## src/rtl/bmon_pkg.sv

```systemverilog
`timescale 1ns/1ps
package bmon_pkg;

    localparam int MAP_AW = 8;

    localparam logic [MAP_AW-1:0] ADR_STAT  = 8'h01;
    localparam logic [MAP_AW-1:0] ADR_TEMP  = 8'h0A;
    localparam logic [MAP_AW-1:0] ADR_VOLT  = 8'h0C;
    localparam logic [MAP_AW-1:0] ADR_CURR  = 8'h0E;
    localparam logic [MAP_AW-1:0] ADR_ACC   = 8'h10;
    localparam logic [MAP_AW-1:0] ADR_ACC_L = ADR_ACC | 8'h01;
    localparam logic [MAP_AW-1:0] ADR_OFS   = 8'h61;
    localparam logic [MAP_AW-1:0] ADR_ABIAS = 8'h62;

    // pair tags: address with the byte-select bit dropped
    localparam logic [MAP_AW-2:0] TAG_TEMP = ADR_TEMP[MAP_AW-1:1];
    localparam logic [MAP_AW-2:0] TAG_VOLT = ADR_VOLT[MAP_AW-1:1];
    localparam logic [MAP_AW-2:0] TAG_CURR = ADR_CURR[MAP_AW-1:1];
    localparam logic [MAP_AW-2:0] TAG_ACC  = ADR_ACC[MAP_AW-1:1];

    typedef enum logic [3:0] {
        L_IDLE, L_DEV, L_DEV_ACK, L_PTR, L_PTR_ACK,
        L_WR, L_WR_ACK, L_RD, L_RD_ACK, L_WAIT
    } link_st_e;

    typedef struct packed {
        link_st_e          st;
        logic [3:0]        cnt;
        logic [7:0]        sh;
        logic [MAP_AW:0]   ptr;
        logic              rw;
        logic              nack;
        logic              oe;
        logic              scl_p;
        logic              sda_p;
        logic              wr_en;
        logic [MAP_AW-1:0] wa;
        logic [7:0]        wd;
    } link_q_t;

    typedef struct packed {
        logic              por;
        logic              sleep_en;
        logic              nblank;
        logic              pin_rel;
        logic [2:0]        alo;
        logic [7:0]        ofs;
        logic [7:0]        abias;
        logic              snap_v;
        logic [MAP_AW-2:0] snap_tag;
        logic [7:0]        snap_lo;
    } reg_q_t;

endpackage

```

## src/rtl/bmon_pin_sync.sv

```systemverilog
`timescale 1ns/1ps
module bmon_pin_sync #(
    parameter int LINES  = 3,
    parameter int STAGES = 2
) (
    input  logic             clk,
    input  logic             rst_n,
    input  logic [LINES-1:0] raw_i,
    output logic [LINES-1:0] lvl_o
);
    localparam int LAST = STAGES - 1;

    for (genvar g = 0; g < LINES; g++) begin : g_line
        logic [STAGES-1:0] chain_q;
        logic [STAGES-1:0] chain_d;

        if (STAGES > 1) begin : g_multi
            assign chain_d = {chain_q[STAGES-2:0], raw_i[g]};
        end else begin : g_single
            assign chain_d = raw_i[g];
        end

        always_ff @(posedge clk or negedge rst_n) begin
            if (!rst_n) chain_q <= '1;
            else        chain_q <= chain_d;
        end

        assign lvl_o[g] = chain_q[LAST];
    end
endmodule

```

## src/rtl/bmon_link.sv

```systemverilog
`timescale 1ns/1ps
module bmon_link
    import bmon_pkg::*;
(
    input  logic              clk,
    input  logic              rst_n,
    input  logic              scl_lvl,
    input  logic              sda_lvl,
    input  logic [6:0]        dev_addr,
    input  logic [7:0]        rd_byte,
    output logic [MAP_AW:0]   ptr_o,
    output logic              rd_take,
    output logic              bus_evt,
    output logic              wr_en,
    output logic [MAP_AW-1:0] wr_addr,
    output logic [7:0]        wr_data,
    output logic              sda_oe
);
    localparam link_q_t LINK_RST = '{
        st: L_IDLE, cnt: '0, sh: '0, ptr: '0, rw: 1'b0, nack: 1'b0,
        oe: 1'b0, scl_p: 1'b1, sda_p: 1'b1, wr_en: 1'b0, wa: '0, wd: '0
    };

    link_q_t q, n;
    logic scl_rise, scl_fall, start_ev, stop_ev;
    logic [MAP_AW:0] ptr_inc;

    assign scl_rise = scl_lvl & ~q.scl_p;
    assign scl_fall = ~scl_lvl & q.scl_p;
    assign start_ev = scl_lvl & q.scl_p & q.sda_p & ~sda_lvl;
    assign stop_ev  = scl_lvl & q.scl_p & ~q.sda_p & sda_lvl;
    // pointer parks one past the top of the map
    assign ptr_inc  = q.ptr[MAP_AW] ? q.ptr : q.ptr + 1'b1;

    always_comb begin
        n        = q;
        n.scl_p  = scl_lvl;
        n.sda_p  = sda_lvl;
        n.wr_en  = 1'b0;
        rd_take  = 1'b0;

        if (start_ev) begin
            n.st  = L_DEV;
            n.cnt = '0;
            n.oe  = 1'b0;
        end else if (stop_ev) begin
            n.st  = L_IDLE;
            n.oe  = 1'b0;
        end else begin
            case (q.st)
                L_DEV, L_PTR, L_WR: begin
                    if (scl_rise) begin
                        n.sh  = {q.sh[6:0], sda_lvl};
                        n.cnt = q.cnt + 4'd1;
                    end else if (scl_fall && q.cnt == 4'd8) begin
                        if (q.st == L_DEV) begin
                            if (q.sh[7:1] == dev_addr) begin
                                n.st = L_DEV_ACK;
                                n.oe = 1'b1;
                                n.rw = q.sh[0];
                            end else begin
                                n.st = L_WAIT;
                            end
                        end else if (q.st == L_PTR) begin
                            n.ptr = {1'b0, q.sh};
                            n.oe  = 1'b1;
                            n.st  = L_PTR_ACK;
                        end else begin
                            n.wr_en = ~q.ptr[MAP_AW];
                            n.wa    = q.ptr[MAP_AW-1:0];
                            n.wd    = q.sh;
                            n.ptr   = ptr_inc;
                            n.oe    = 1'b1;
                            n.st    = L_WR_ACK;
                        end
                    end
                end
                L_DEV_ACK: begin
                    if (scl_fall) begin
                        if (q.rw) begin
                            rd_take = 1'b1;
                            n.sh    = rd_byte;
                            n.oe    = ~rd_byte[7];
                            n.cnt   = '0;
                            n.ptr   = ptr_inc;
                            n.st    = L_RD;
                        end else begin
                            n.oe  = 1'b0;
                            n.cnt = '0;
                            n.st  = L_PTR;
                        end
                    end
                end
                L_PTR_ACK, L_WR_ACK: begin
                    if (scl_fall) begin
                        n.oe  = 1'b0;
                        n.cnt = '0;
                        n.st  = L_WR;
                    end
                end
                L_RD: begin
                    if (scl_fall) begin
                        if (q.cnt == 4'd7) begin
                            n.oe = 1'b0;
                            n.st = L_RD_ACK;
                        end else begin
                            n.cnt = q.cnt + 4'd1;
                            n.sh  = {q.sh[6:0], 1'b0};
                            n.oe  = ~q.sh[6];
                        end
                    end
                end
                L_RD_ACK: begin
                    if (scl_rise) begin
                        n.nack = sda_lvl;
                    end else if (scl_fall) begin
                        if (q.nack) begin
                            n.st = L_WAIT;
                        end else begin
                            rd_take = 1'b1;
                            n.sh    = rd_byte;
                            n.oe    = ~rd_byte[7];
                            n.cnt   = '0;
                            n.ptr   = ptr_inc;
                            n.st    = L_RD;
                        end
                    end
                end
                default: ;
            endcase
        end
    end

    always_ff @(posedge clk or negedge rst_n) begin
        if (!rst_n) q <= LINK_RST;
        else        q <= n;
    end

    assign ptr_o   = q.ptr;
    assign bus_evt = start_ev | stop_ev;
    assign wr_en   = q.wr_en;
    assign wr_addr = q.wa;
    assign wr_data = q.wd;
    assign sda_oe  = q.oe;
endmodule

```

## src/rtl/bmon_regfile.sv

```systemverilog
`timescale 1ns/1ps
module bmon_regfile
    import bmon_pkg::*;
#(
    parameter logic [2:0] ADDR_LO_RST = 3'b000
) (
    input  logic              clk,
    input  logic              rst_n,
    input  logic [MAP_AW:0]   ptr_i,
    input  logic              rd_take,
    input  logic              bus_evt,
    input  logic              wr_en,
    input  logic [MAP_AW-1:0] wr_addr,
    input  logic [7:0]        wr_data,
    input  logic              gpio_lvl,
    input  logic [15:0]       temp_word,
    input  logic [15:0]       volt_word,
    input  logic [15:0]       curr_word,
    input  logic [15:0]       acc_word,
    output logic [7:0]        rd_byte,
    output logic              wr_stb,
    output logic [2:0]        addr_lo,
    output logic              sleep_en,
    output logic              neg_blank,
    output logic              gpio_oe,
    output logic [7:0]        ofs_bias,
    output logic [7:0]        acc_bias
);
    localparam reg_q_t REG_RST = '{
        por: 1'b1, sleep_en: 1'b0, nblank: 1'b0, pin_rel: 1'b0,
        alo: ADDR_LO_RST, ofs: '0, abias: '0,
        snap_v: 1'b0, snap_tag: '0, snap_lo: '0
    };

    reg_q_t q, n;
    logic       pair_ok, snap_use, in_map;
    logic [7:0] pair_hi, pair_lo;
    logic [MAP_AW-2:0] tag;

    assign in_map = ~ptr_i[MAP_AW];
    assign tag    = ptr_i[MAP_AW-1:1];

    always_comb begin
        pair_ok = 1'b1;
        case (tag)
            TAG_TEMP: {pair_hi, pair_lo} = temp_word;
            TAG_VOLT: {pair_hi, pair_lo} = volt_word;
            TAG_CURR: {pair_hi, pair_lo} = curr_word;
            TAG_ACC:  {pair_hi, pair_lo} = acc_word;
            default: begin
                pair_ok = 1'b0;
                {pair_hi, pair_lo} = 16'h0000;
            end
        endcase
    end

    assign snap_use = q.snap_v && (q.snap_tag == tag);

    always_comb begin
        if (!in_map) begin
            rd_byte = 8'hFF;
        end else if (pair_ok) begin
            rd_byte = ptr_i[0] ? (snap_use ? q.snap_lo : pair_lo) : pair_hi;
        end else begin
            case (ptr_i[MAP_AW-1:0])
                ADR_STAT:  rd_byte = {1'b1, q.por, q.sleep_en, q.nblank,
                                      gpio_lvl, q.alo};
                ADR_OFS:   rd_byte = q.ofs;
                ADR_ABIAS: rd_byte = q.abias;
                default:   rd_byte = 8'h00;
            endcase
        end
    end

    always_comb begin
        n = q;
        if (bus_evt) n.snap_v = 1'b0;
        if (rd_take && in_map && pair_ok && !ptr_i[0]) begin
            n.snap_v   = 1'b1;
            n.snap_tag = tag;
            n.snap_lo  = pair_lo;
        end
        if (wr_en) begin
            case (wr_addr)
                ADR_STAT: begin
                    n.por      = q.por & wr_data[6];
                    n.sleep_en = wr_data[5];
                    n.nblank   = wr_data[4];
                    n.pin_rel  = wr_data[3];
                    n.alo      = wr_data[2:0];
                end
                ADR_OFS:   n.ofs   = wr_data;
                ADR_ABIAS: n.abias = wr_data;
                default: ;
            endcase
        end
    end

    always_ff @(posedge clk or negedge rst_n) begin
        if (!rst_n) q <= REG_RST;
        else        q <= n;
    end

    assign wr_stb = wr_en && (wr_addr == ADR_STAT || wr_addr == ADR_ACC ||
                              wr_addr == ADR_ACC_L || wr_addr == ADR_OFS ||
                              wr_addr == ADR_ABIAS);
    assign addr_lo   = q.alo;
    assign sleep_en  = q.sleep_en;
    assign neg_blank = q.nblank;
    assign gpio_oe   = ~q.pin_rel;
    assign ofs_bias  = q.ofs;
    assign acc_bias  = q.abias;
endmodule

```

## src/rtl/bmon_i2c_slave.sv

```systemverilog
`timescale 1ns/1ps
module bmon_i2c_slave
    import bmon_pkg::*;
#(
    parameter int         SYNC_STAGES = 2,
    parameter logic [3:0] DEV_ADDR_HI = 4'b1001,
    parameter logic [2:0] ADDR_LO_RST = 3'b000
) (
    input  logic        clk,
    input  logic        rst_n,
    input  logic        scl_i,
    input  logic        sda_i,
    output logic        sda_oe,
    input  logic        gpio_i,
    output logic        gpio_oe,
    input  logic [15:0] temp_word,
    input  logic [15:0] volt_word,
    input  logic [15:0] curr_word,
    input  logic [15:0] acc_word,
    output logic        wr_stb,
    output logic [7:0]  wr_addr,
    output logic [7:0]  wr_data,
    output logic        cfg_sleep_en,
    output logic        cfg_neg_blank,
    output logic [7:0]  ofs_bias,
    output logic [7:0]  acc_bias
);
    localparam int N_LINES = 3;

    logic [N_LINES-1:0] pin_lvl;
    logic [MAP_AW:0]    ptr;
    logic               rd_take, bus_evt, wr_en;
    logic [7:0]         rd_byte;
    logic [2:0]         addr_lo;

    bmon_pin_sync #(.LINES(N_LINES), .STAGES(SYNC_STAGES)) u_sync (
        .clk   (clk),
        .rst_n (rst_n),
        .raw_i ({gpio_i, sda_i, scl_i}),
        .lvl_o (pin_lvl)
    );

    bmon_link u_link (
        .clk      (clk),
        .rst_n    (rst_n),
        .scl_lvl  (pin_lvl[0]),
        .sda_lvl  (pin_lvl[1]),
        .dev_addr ({DEV_ADDR_HI, addr_lo}),
        .rd_byte  (rd_byte),
        .ptr_o    (ptr),
        .rd_take  (rd_take),
        .bus_evt  (bus_evt),
        .wr_en    (wr_en),
        .wr_addr  (wr_addr),
        .wr_data  (wr_data),
        .sda_oe   (sda_oe)
    );

    bmon_regfile #(.ADDR_LO_RST(ADDR_LO_RST)) u_regs (
        .clk       (clk),
        .rst_n     (rst_n),
        .ptr_i     (ptr),
        .rd_take   (rd_take),
        .bus_evt   (bus_evt),
        .wr_en     (wr_en),
        .wr_addr   (wr_addr),
        .wr_data   (wr_data),
        .gpio_lvl  (pin_lvl[2]),
        .temp_word (temp_word),
        .volt_word (volt_word),
        .curr_word (curr_word),
        .acc_word  (acc_word),
        .rd_byte   (rd_byte),
        .wr_stb    (wr_stb),
        .addr_lo   (addr_lo),
        .sleep_en  (cfg_sleep_en),
        .neg_blank (cfg_neg_blank),
        .gpio_oe   (gpio_oe),
        .ofs_bias  (ofs_bias),
        .acc_bias  (acc_bias)
    );
endmodule

```

## config.mk

```make
export PLATFORM = sky130hd
export DESIGN_NAME = bmon_i2c_slave
export DESIGN_NICKNAME = d
export VERILOG_FILES = /design/src/rtl/bmon_pkg.sv /design/src/rtl/bmon_pin_sync.sv /design/src/rtl/bmon_link.sv /design/src/rtl/bmon_regfile.sv /design/src/rtl/bmon_i2c_slave.sv
export SDC_FILE = /design/constraint.sdc
export NUM_CORES = 1
export LEC_CHECK = 0
export BUFFER_PORTS_ARGS = -buffer_cell sky130_fd_sc_hd__buf_2
export CORE_ASPECT_RATIO = 0.9
export CORE_UTILIZATION = 51
export CTS_BUF_LIST = sky130_fd_sc_hd__clkbuf_16
export DETAILED_ROUTE_END_ITERATION = 8
export PLACE_DENSITY = 0.75
export SYNTH_ARGS = -nofsm -noshare
export SYNTH_HDL_FRONTEND = slang
export SYNTH_SLANG_ARGS = --single-unit
```

## constraint.sdc

```tcl
create_clock -name clk -period 2.5 [get_ports clk]
set_clock_uncertainty 0.2 [all_clocks]
set_input_delay 0.125 -clock clk [delete_from_list [all_inputs] [get_ports clk]]
set_output_delay 0.125 -clock clk [all_outputs]
set_load 0.02 [all_outputs]
```

## Yosys cells after proc, flatten, opt, wreduce, memory -nomap -nowiden

Index checks and enable logic that the tools add are counted.

- Bits of input ports: 69
- Register bits after elaboration: 92
- Output and inout bits: 37
- Logic and storage cells: 206

- Equal/unequal tests: 54
- Reductions and logical operators: 30
- Add/sub/neg operators: 2
- Mux-type cells: 73
- Bitwise logic cells: 22

Operators with widths:

| operator | count |
|---|---|
| 17-bit two-way mux | 8 |
| 8-bit one-hot mux with 4 select lines | 3 |
| 25-bit two-way mux | 3 |
| 8-bit two-way mux | 6 |
| 8-bit one-hot mux with 5 select lines | 1 |
| 8-bit by 7-bit == test with 1-bit output, second input constant | 4 |
| 16-bit two-way mux | 2 |
| 1-bit two-way mux | 28 |
| 4-bit two-way mux | 7 |
| 9-bit two-way mux | 3 |
| 9-bit one-hot mux with 3 select lines | 1 |
| 12-bit two-way mux | 2 |
| 4-bit by 1-bit inequality test with 1-bit output, second input constant | 6 |
| 8-bit one-hot mux with 3 select lines | 1 |
| 23-bit two-way mux | 1 |
| 11-bit AND reduction | 2 |
| 7-bit by 3-bit == test with 1-bit output, second input constant | 3 |
| 21-bit two-way mux | 1 |
| 4-bit by 3-bit == test with 1-bit output, second input constant | 5 |
| 10-bit two-way mux | 2 |
| 10-bit AND reduction | 2 |
| 8-bit by 1-bit == test with 1-bit output, second input constant | 2 |
| 8-bit by 5-bit == test with 1-bit output, second input constant | 2 |
| 3-bit by 1-bit inequality test with 1-bit output, second input constant | 5 |
| other kinds (35) | 81 |

## Depth between registers and ports, before layout

- Word-level depth: 13
- Gate-level depth with buffers: 10
- Depth with buffers taken out: 8

## Cells and area by module

Synthesis repeated with hierarchy kept, for this count alone.

- Cell total of the unflattened synthesis: 582
- Area total of the unflattened synthesis: 5,945.7 um^2

By module, submodules not included:

| module | area an instance (um^2) | cells each | times used |
|---|---|---|---|
| bmon_link | 3,041.7 | 308 | 1 |
| bmon_regfile | 2,716.4 | 263 | 1 |
| bmon_pin_sync | 180.2 | 9 | 1 |
| bmon_i2c_slave | 7.5 | 2 | 1 |

## Worst setup path before layout

Ideal clock, no wire load.

- Path type: register to register
- From: register u_link.q[18] (netlist name)
- To: register u_link.q, in the netlist u_link.ptr_o[7]
- Data required time: 2.164 ns
- Arrival time: 2.337 ns
- Period minus slack after synthesis: 2.673 ns
- Path slack: -0.173 ns
- Stages on the path, launching flop included: 9
- Cells stage by stage: dfstp_2 > clkbuf_1 > nand2b_1 > nor2_1 > nor4b_2 > o21ai_1 > clkbuf_1 > o21ai_0 > o21ai_0

- Word-level cells in the longest chain between the ends: 5
- Elaborated cells between the ends (all ways): 17
- Those cells by class: eq/ne: 5; bitwise: 10; reduce/logical: 2

Ends and longest elaborated chain:

| item | line | text |
|---|---|---|
| from (decl) | bmon_link.sv:24 | `link_q_t q, n;` |
| from (signal assigned) | bmon_link.sv:136 | `else q <= n;` |
| 1-bit bitwise AND | bmon_link.sv:30, bmon_link.sv:31 |  |
| 1-bit bitwise AND (on tied branches) (2 in series) | bmon_link.sv:30, bmon_link.sv:31 |  |
| 1-bit NOT (no source line) | - |  |
| 11-bit AND reduction (no source line) (*) | - |  |

Every way passes the cells marked *; elsewhere a longest branch is shown, timed or not.
A chain may end at the register's enable or synchronous reset.

## Worst setup path in the final report

- From: register u_link.q, in the netlist u_link.ptr_o[4]
- To: register u_link.q[34] (netlist name)

- Word-level cells in the longest chain between the ends: 10
- Elaborated cells between the ends (all ways): 24
- Those cells by class: eq/ne: 8; mux: 14; reduce/logical: 2

Ends and longest elaborated chain:

| item | line | text |
|---|---|---|
| 7-bit by 4-bit == test with 1-bit output, or another cell as far along | bmon_regfile.sv:45 | `case (tag)` |
| 8-bit one-hot mux with 4 select lines or 1-bit logical AND (tied branches) | bmon_regfile.sv:45, bmon_regfile.sv:57 |  |
| 8-bit two-way mux (2 in series) | bmon_regfile.sv:63 | `rd_byte = ptr_i[0] ? (snap_use ? q.snap_lo : pair_lo) : pair_hi;` |
| 8-bit two-way mux (*) | bmon_regfile.sv:62 | `end else if (pair_ok) begin` |
| 8-bit two-way mux (*) | bmon_regfile.sv:60 | `if (!in_map) begin` |
| 21-bit two-way mux | bmon_link.sv:117 | `if (q.nack) begin` |
| 25-bit two-way mux | bmon_link.sv:116 | `end else if (scl_fall) begin` |
| 25-bit two-way mux | bmon_link.sv:114 | `if (scl_rise) begin` |
| 8-bit one-hot mux with 4 select lines (*) | bmon_link.sv:50 | `case (q.st)` |

Every way passes the cells marked *; elsewhere a longest branch is shown, timed or not. The select of a mux whose other input is x is not followed.

==> reports/metrics.yaml <==
detailed_routing:
  wl_met1_um: 7568
  routed_via_density: 6.014
  first_iter_violations: 473
  wl_um: 17830
  top_layer: "met4"
  drt-pass1-iter-count: 5
  ant_nets: 0
  wl_per_cell_um: 19.65
  wl_met2_um: 8329
  wl_met3_um: 1532
  num_vias: 5455
  drc: 0
setup_path:
  cp_max_fo: 6
  r2r_end: "u_link.q[34]"
  end_kind: "register"
  r2r_cells: 6
  cp.required_ns: 2.55
  start_kind: "register"
  r2r_slack_ns: -0.09
  crit_type: "reg2reg"
  worstReg2RegStart: "u_link.ptr_o[4]"
  worstPathArrival_ns: 2.64
power:
  switchingPower_mw: 2.636
  cellLeakagePower_nw: 3.386
  p_int_mw: 3.924
  pwr-share-comb: 0.483
  ir_worst_vdd_v: 0.0005354
  seq_power_share: 0.307
  finalPower_mw: 6.560
  clkPwrFrac: 0.211
  pwr_density_cell_nw_per_um2: 896.1
  switching_share: 0.4018
die:
  rows: 36
  coreArea_um2: 10860
  start_util: 0.5247
  die_h_um: 102.3
  die_w_um: 113.4
  die_area_um2: 11600
  num_io_pins: 106
status:
  violations: "setup timing"
  status: "finished with violations"
grt:
  grt_max_degree: 61
  antenna_found_initial: 0
  first_global_vias: 5081
  grt_pass1_wl_um: 27060
  grtUsageTotal: 0.3092
  grt-ovfl-total: 0
worst_hold_path:
  min-delay-start: "temp_word[5]"
  hold_end: "u_regs.q[5]"
  min_path_type: "in2reg"
  hold_depth: 3
timing:
  tightest_slew_ns: 0.6238
  fmax_mhz: 386.7
  finalWorstSetupSlack_ns: -0.08566
  rsz0062_at_grt: "yes"
  finalCritPeriodShare: 1.034
  drv_slew: 0
  finalHoldViolCount: 0
  slew_headroom: 0.5734
  setup_viol: 2
  period_needed_ns: 2.586
synthesis:
  ys_async_sr_fraction: 1.000
  seq_area_frac_synth: 0.4062
  ys_ff_latch: 92
  synth_edf_count: 0
  avgSynthCellArea_um2: 9.524
  syn_nets: 672
  synthFlopType: "dfrtp_1"
  synthCells: 598
  synth_cell_types: 71
  syn_area_um2: 5695
  yosys_warnings: 0
cells_and_area:
  area_growth_pct: 28.54
  regArea_um2: 2316
  fillers: 830
  multi_input_area_um2: 3053
  n_antenna_cell: 0
  drive_gt1_frac: 0.3960
  fin_nets: 824
cts:
  cts_made_buffers: 9
  cts_tree: "done"
  cts.reportedPaths.clkPinSlew_ns: 0.07
  clock_path_buffers: 2
  cts_sinks: 92
  clk_latency_ns: 0.35
  root_buffer: "clkbuf_16"
  h-tree-depth: 3
place:
  finalWeightedCongestion: 0.9799
  io_buffer_count: 105
  dp_hpwl_um: 12980
  dp_slack_ns: -0.07908
run:
  maxCapViolations: 0
-- worst max-delay path by stage --
stage,from,end,slack [ns],cells past startpoint
after floorplan,u_link.ptr_o[5],u_link.q[34],-0.15,8
after global placement,u_link.q[44],u_link.ptr_o[6],-0.05,8
after detailed placement,u_link.ptr_o[5],u_link.q[34],-0.08,6
after CTS,u_link.ptr_o[4],u_link.q[34],-0.03,6
after global routing,u_link.ptr_o[4],u_link.q[34],-0.17,8
final,u_link.ptr_o[4],u_link.q[34],-0.09,6
-- worst max-delay path: stages, from the launching register on --
cell	delay [ns]
dfrtp_1	0.38
or4_4	0.59
nor4_4	0.29
a221oi_2	0.12
mux2_2	0.28
a221o_1	0.36
a221oi_2	0.27
-- synthesized netlist by cell type (all sizes together) (6+ instances only) --
master | count | share of area
dfrtp | 83 | 0.36
mux2 | 47 | 0.093
nor2 | 46 | 0.030
nand2 | 43 | 0.028
o21ai | 42 | 0.037
buf | 40 | 0.050
clkbuf | 29 | 0.019
a21oi | 24 | 0.021
nor3 | 22 | 0.020
mux2i | 17 | 0.030
inv | 16 | 0.011
nand3 | 13 | 0.011
a221oi | 12 | 0.021
a22oi | 10 | 0.013
dfstp | 9 | 0.042
nand2b | 9 | 0.0099
o22a | 8 | 0.012
nor4 | 7 | 0.010
xnor2 | 7 | 0.011
xor2 | 7 | 0.011
a2111oi | 6 | 0.0092
a31oi | 6 | 0.0066
nor2b | 6 | 0.0066
o211ai | 6 | 0.0079
-- kinds of logic (layout without fill, tap and decap cells) --
| logic type | count (synthesis) | after routing | synth area share |
|---|---|---|---|
| and+or+nand+nor | 177 | 177 | 0.1604 |
| AOI/OAI and AO/OA | 161 | 161 | 0.1982 |
| DFF | 92 | 92 | 0.4062 |
| buffers and inverters | 85 | 242 | 0.07996 |
| muxes | 64 | 64 | 0.1228 |
| xor gates and xnor gates | 14 | 14 | 0.02153 |
| adders and majority gates | 5 | 5 | 0.01098 |
-- state kept, by name, indices dropped and copies added, names as in the netlist --
name	count
u_link.wr_addr	8
u_link.q	20
u_regs.neg_blank	1
u_sync.g_line.chain_q	6
u_link.wr_en	1
u_regs.addr_lo	3
u_regs.sleep_en	1
u_regs.q	18
u_link.wr_data	8
u_link.ptr_o	9
u_regs.ofs_bias	8
u_link.sda_oe	1
u_regs.acc_bias	8
-- metal layers --
layer | GRT usage | vias to the layer above
met2 | 0.4955 | 301
met4 | 0.1215 | 0
li1 | - | 2491
met3 | 0.07770 | 36
met5 | 0.01250 | -
met1 | 0.4049 | 2627
-- layout by cell type (no fill, tap or decap), types with 3 or more instances in the layout --
master         instances
xor2_1                 7
nor3_1                19
dfstp_2                9
nand3b_1               3
a221o_1                5
mux2i_1               16
nand4_1                4
buf_4                 86
and2_1                 4
nand3_1               13
buf_12                 4
a22oi_1               10
a211oi_2               3
a2111oi_1              3
dlygate4sd3_1         14
o32ai_1                3
o22a_1                 8
nor4_1                 5
a31oi_1                6
ha_1                   5
dfrtp_1               81
buf_2                104
o31ai_1                4
a21oi_1               24
mux2_2                47
a21o_1                 4
nor2b_1                6
inv_1                 17
nand2_1               43
nand2b_1               9
a221oi_2               7
a221oi_1               5
a32oi_1                4
clkbuf_16              9
o21ai_0               40
xnor2_1                6
nor2_1                43
a211o_1                3
nor3_2                 3
o211ai_1               6
-- layout make-up --
class | count | share of cell area
Timing Repair Buffer | 210 | 0.1924
Sequential cell | 92 | 0.3164
Tap cell | 152 | 0.02598
Clock inverter | 7 | 0.009229
Multi-Input combinational cell | 421 | 0.4170
Inverter | 16 | 0.008204
Clock buffer | 9 | 0.03076
-- through the flow --
| step | hold WS [ns] | setup TNS (ns) | std cells | utilization | cell area (µm²) |
|---|---|---|---|---|---|
| final | 0.03254 | -0.1064 | 907 | 0.6744 | 7321 |
| after global routing | 0.04587 | -0.5506 | 907 | 0.6744 | 7321 |
| after CTS | 0.02164 | -0.06334 | 902 | 0.6607 | 7172 |
| after detailed placement | -0.09669 | -0.1544 | 870 | 0.6176 | 6704 |
| after global placement | -0.1074 | -0.2029 | 870 | 0.6176 | 6704 |
| after floorplan | -0.3706 | -0.3032 | 598 | - | 5708 |
-- power groups by stage --
stage | clock network (mW) | registers [mW] | logic (mW)
detailed placement | 0 | 2.02 | 2.93
global placement | 0 | 2.01 | 2.91
floorplan | 0 | 1.87 | 1.82
finish | 1.38 | 2.01 | 3.17
CTS | 1.40 | 1.99 | 3.00
global route | 1.47 | 2.03 | 3.39
-- timing repair --
action,4_1_cts,5_1_grt
setup buffers,2,5
hold buffers,14,0
gates resized for setup,4,26
setup endpoints to repair,7,44
pin swaps,0,6
hold endpoints to repair,97,0
(Power assumes the default switching activity.)
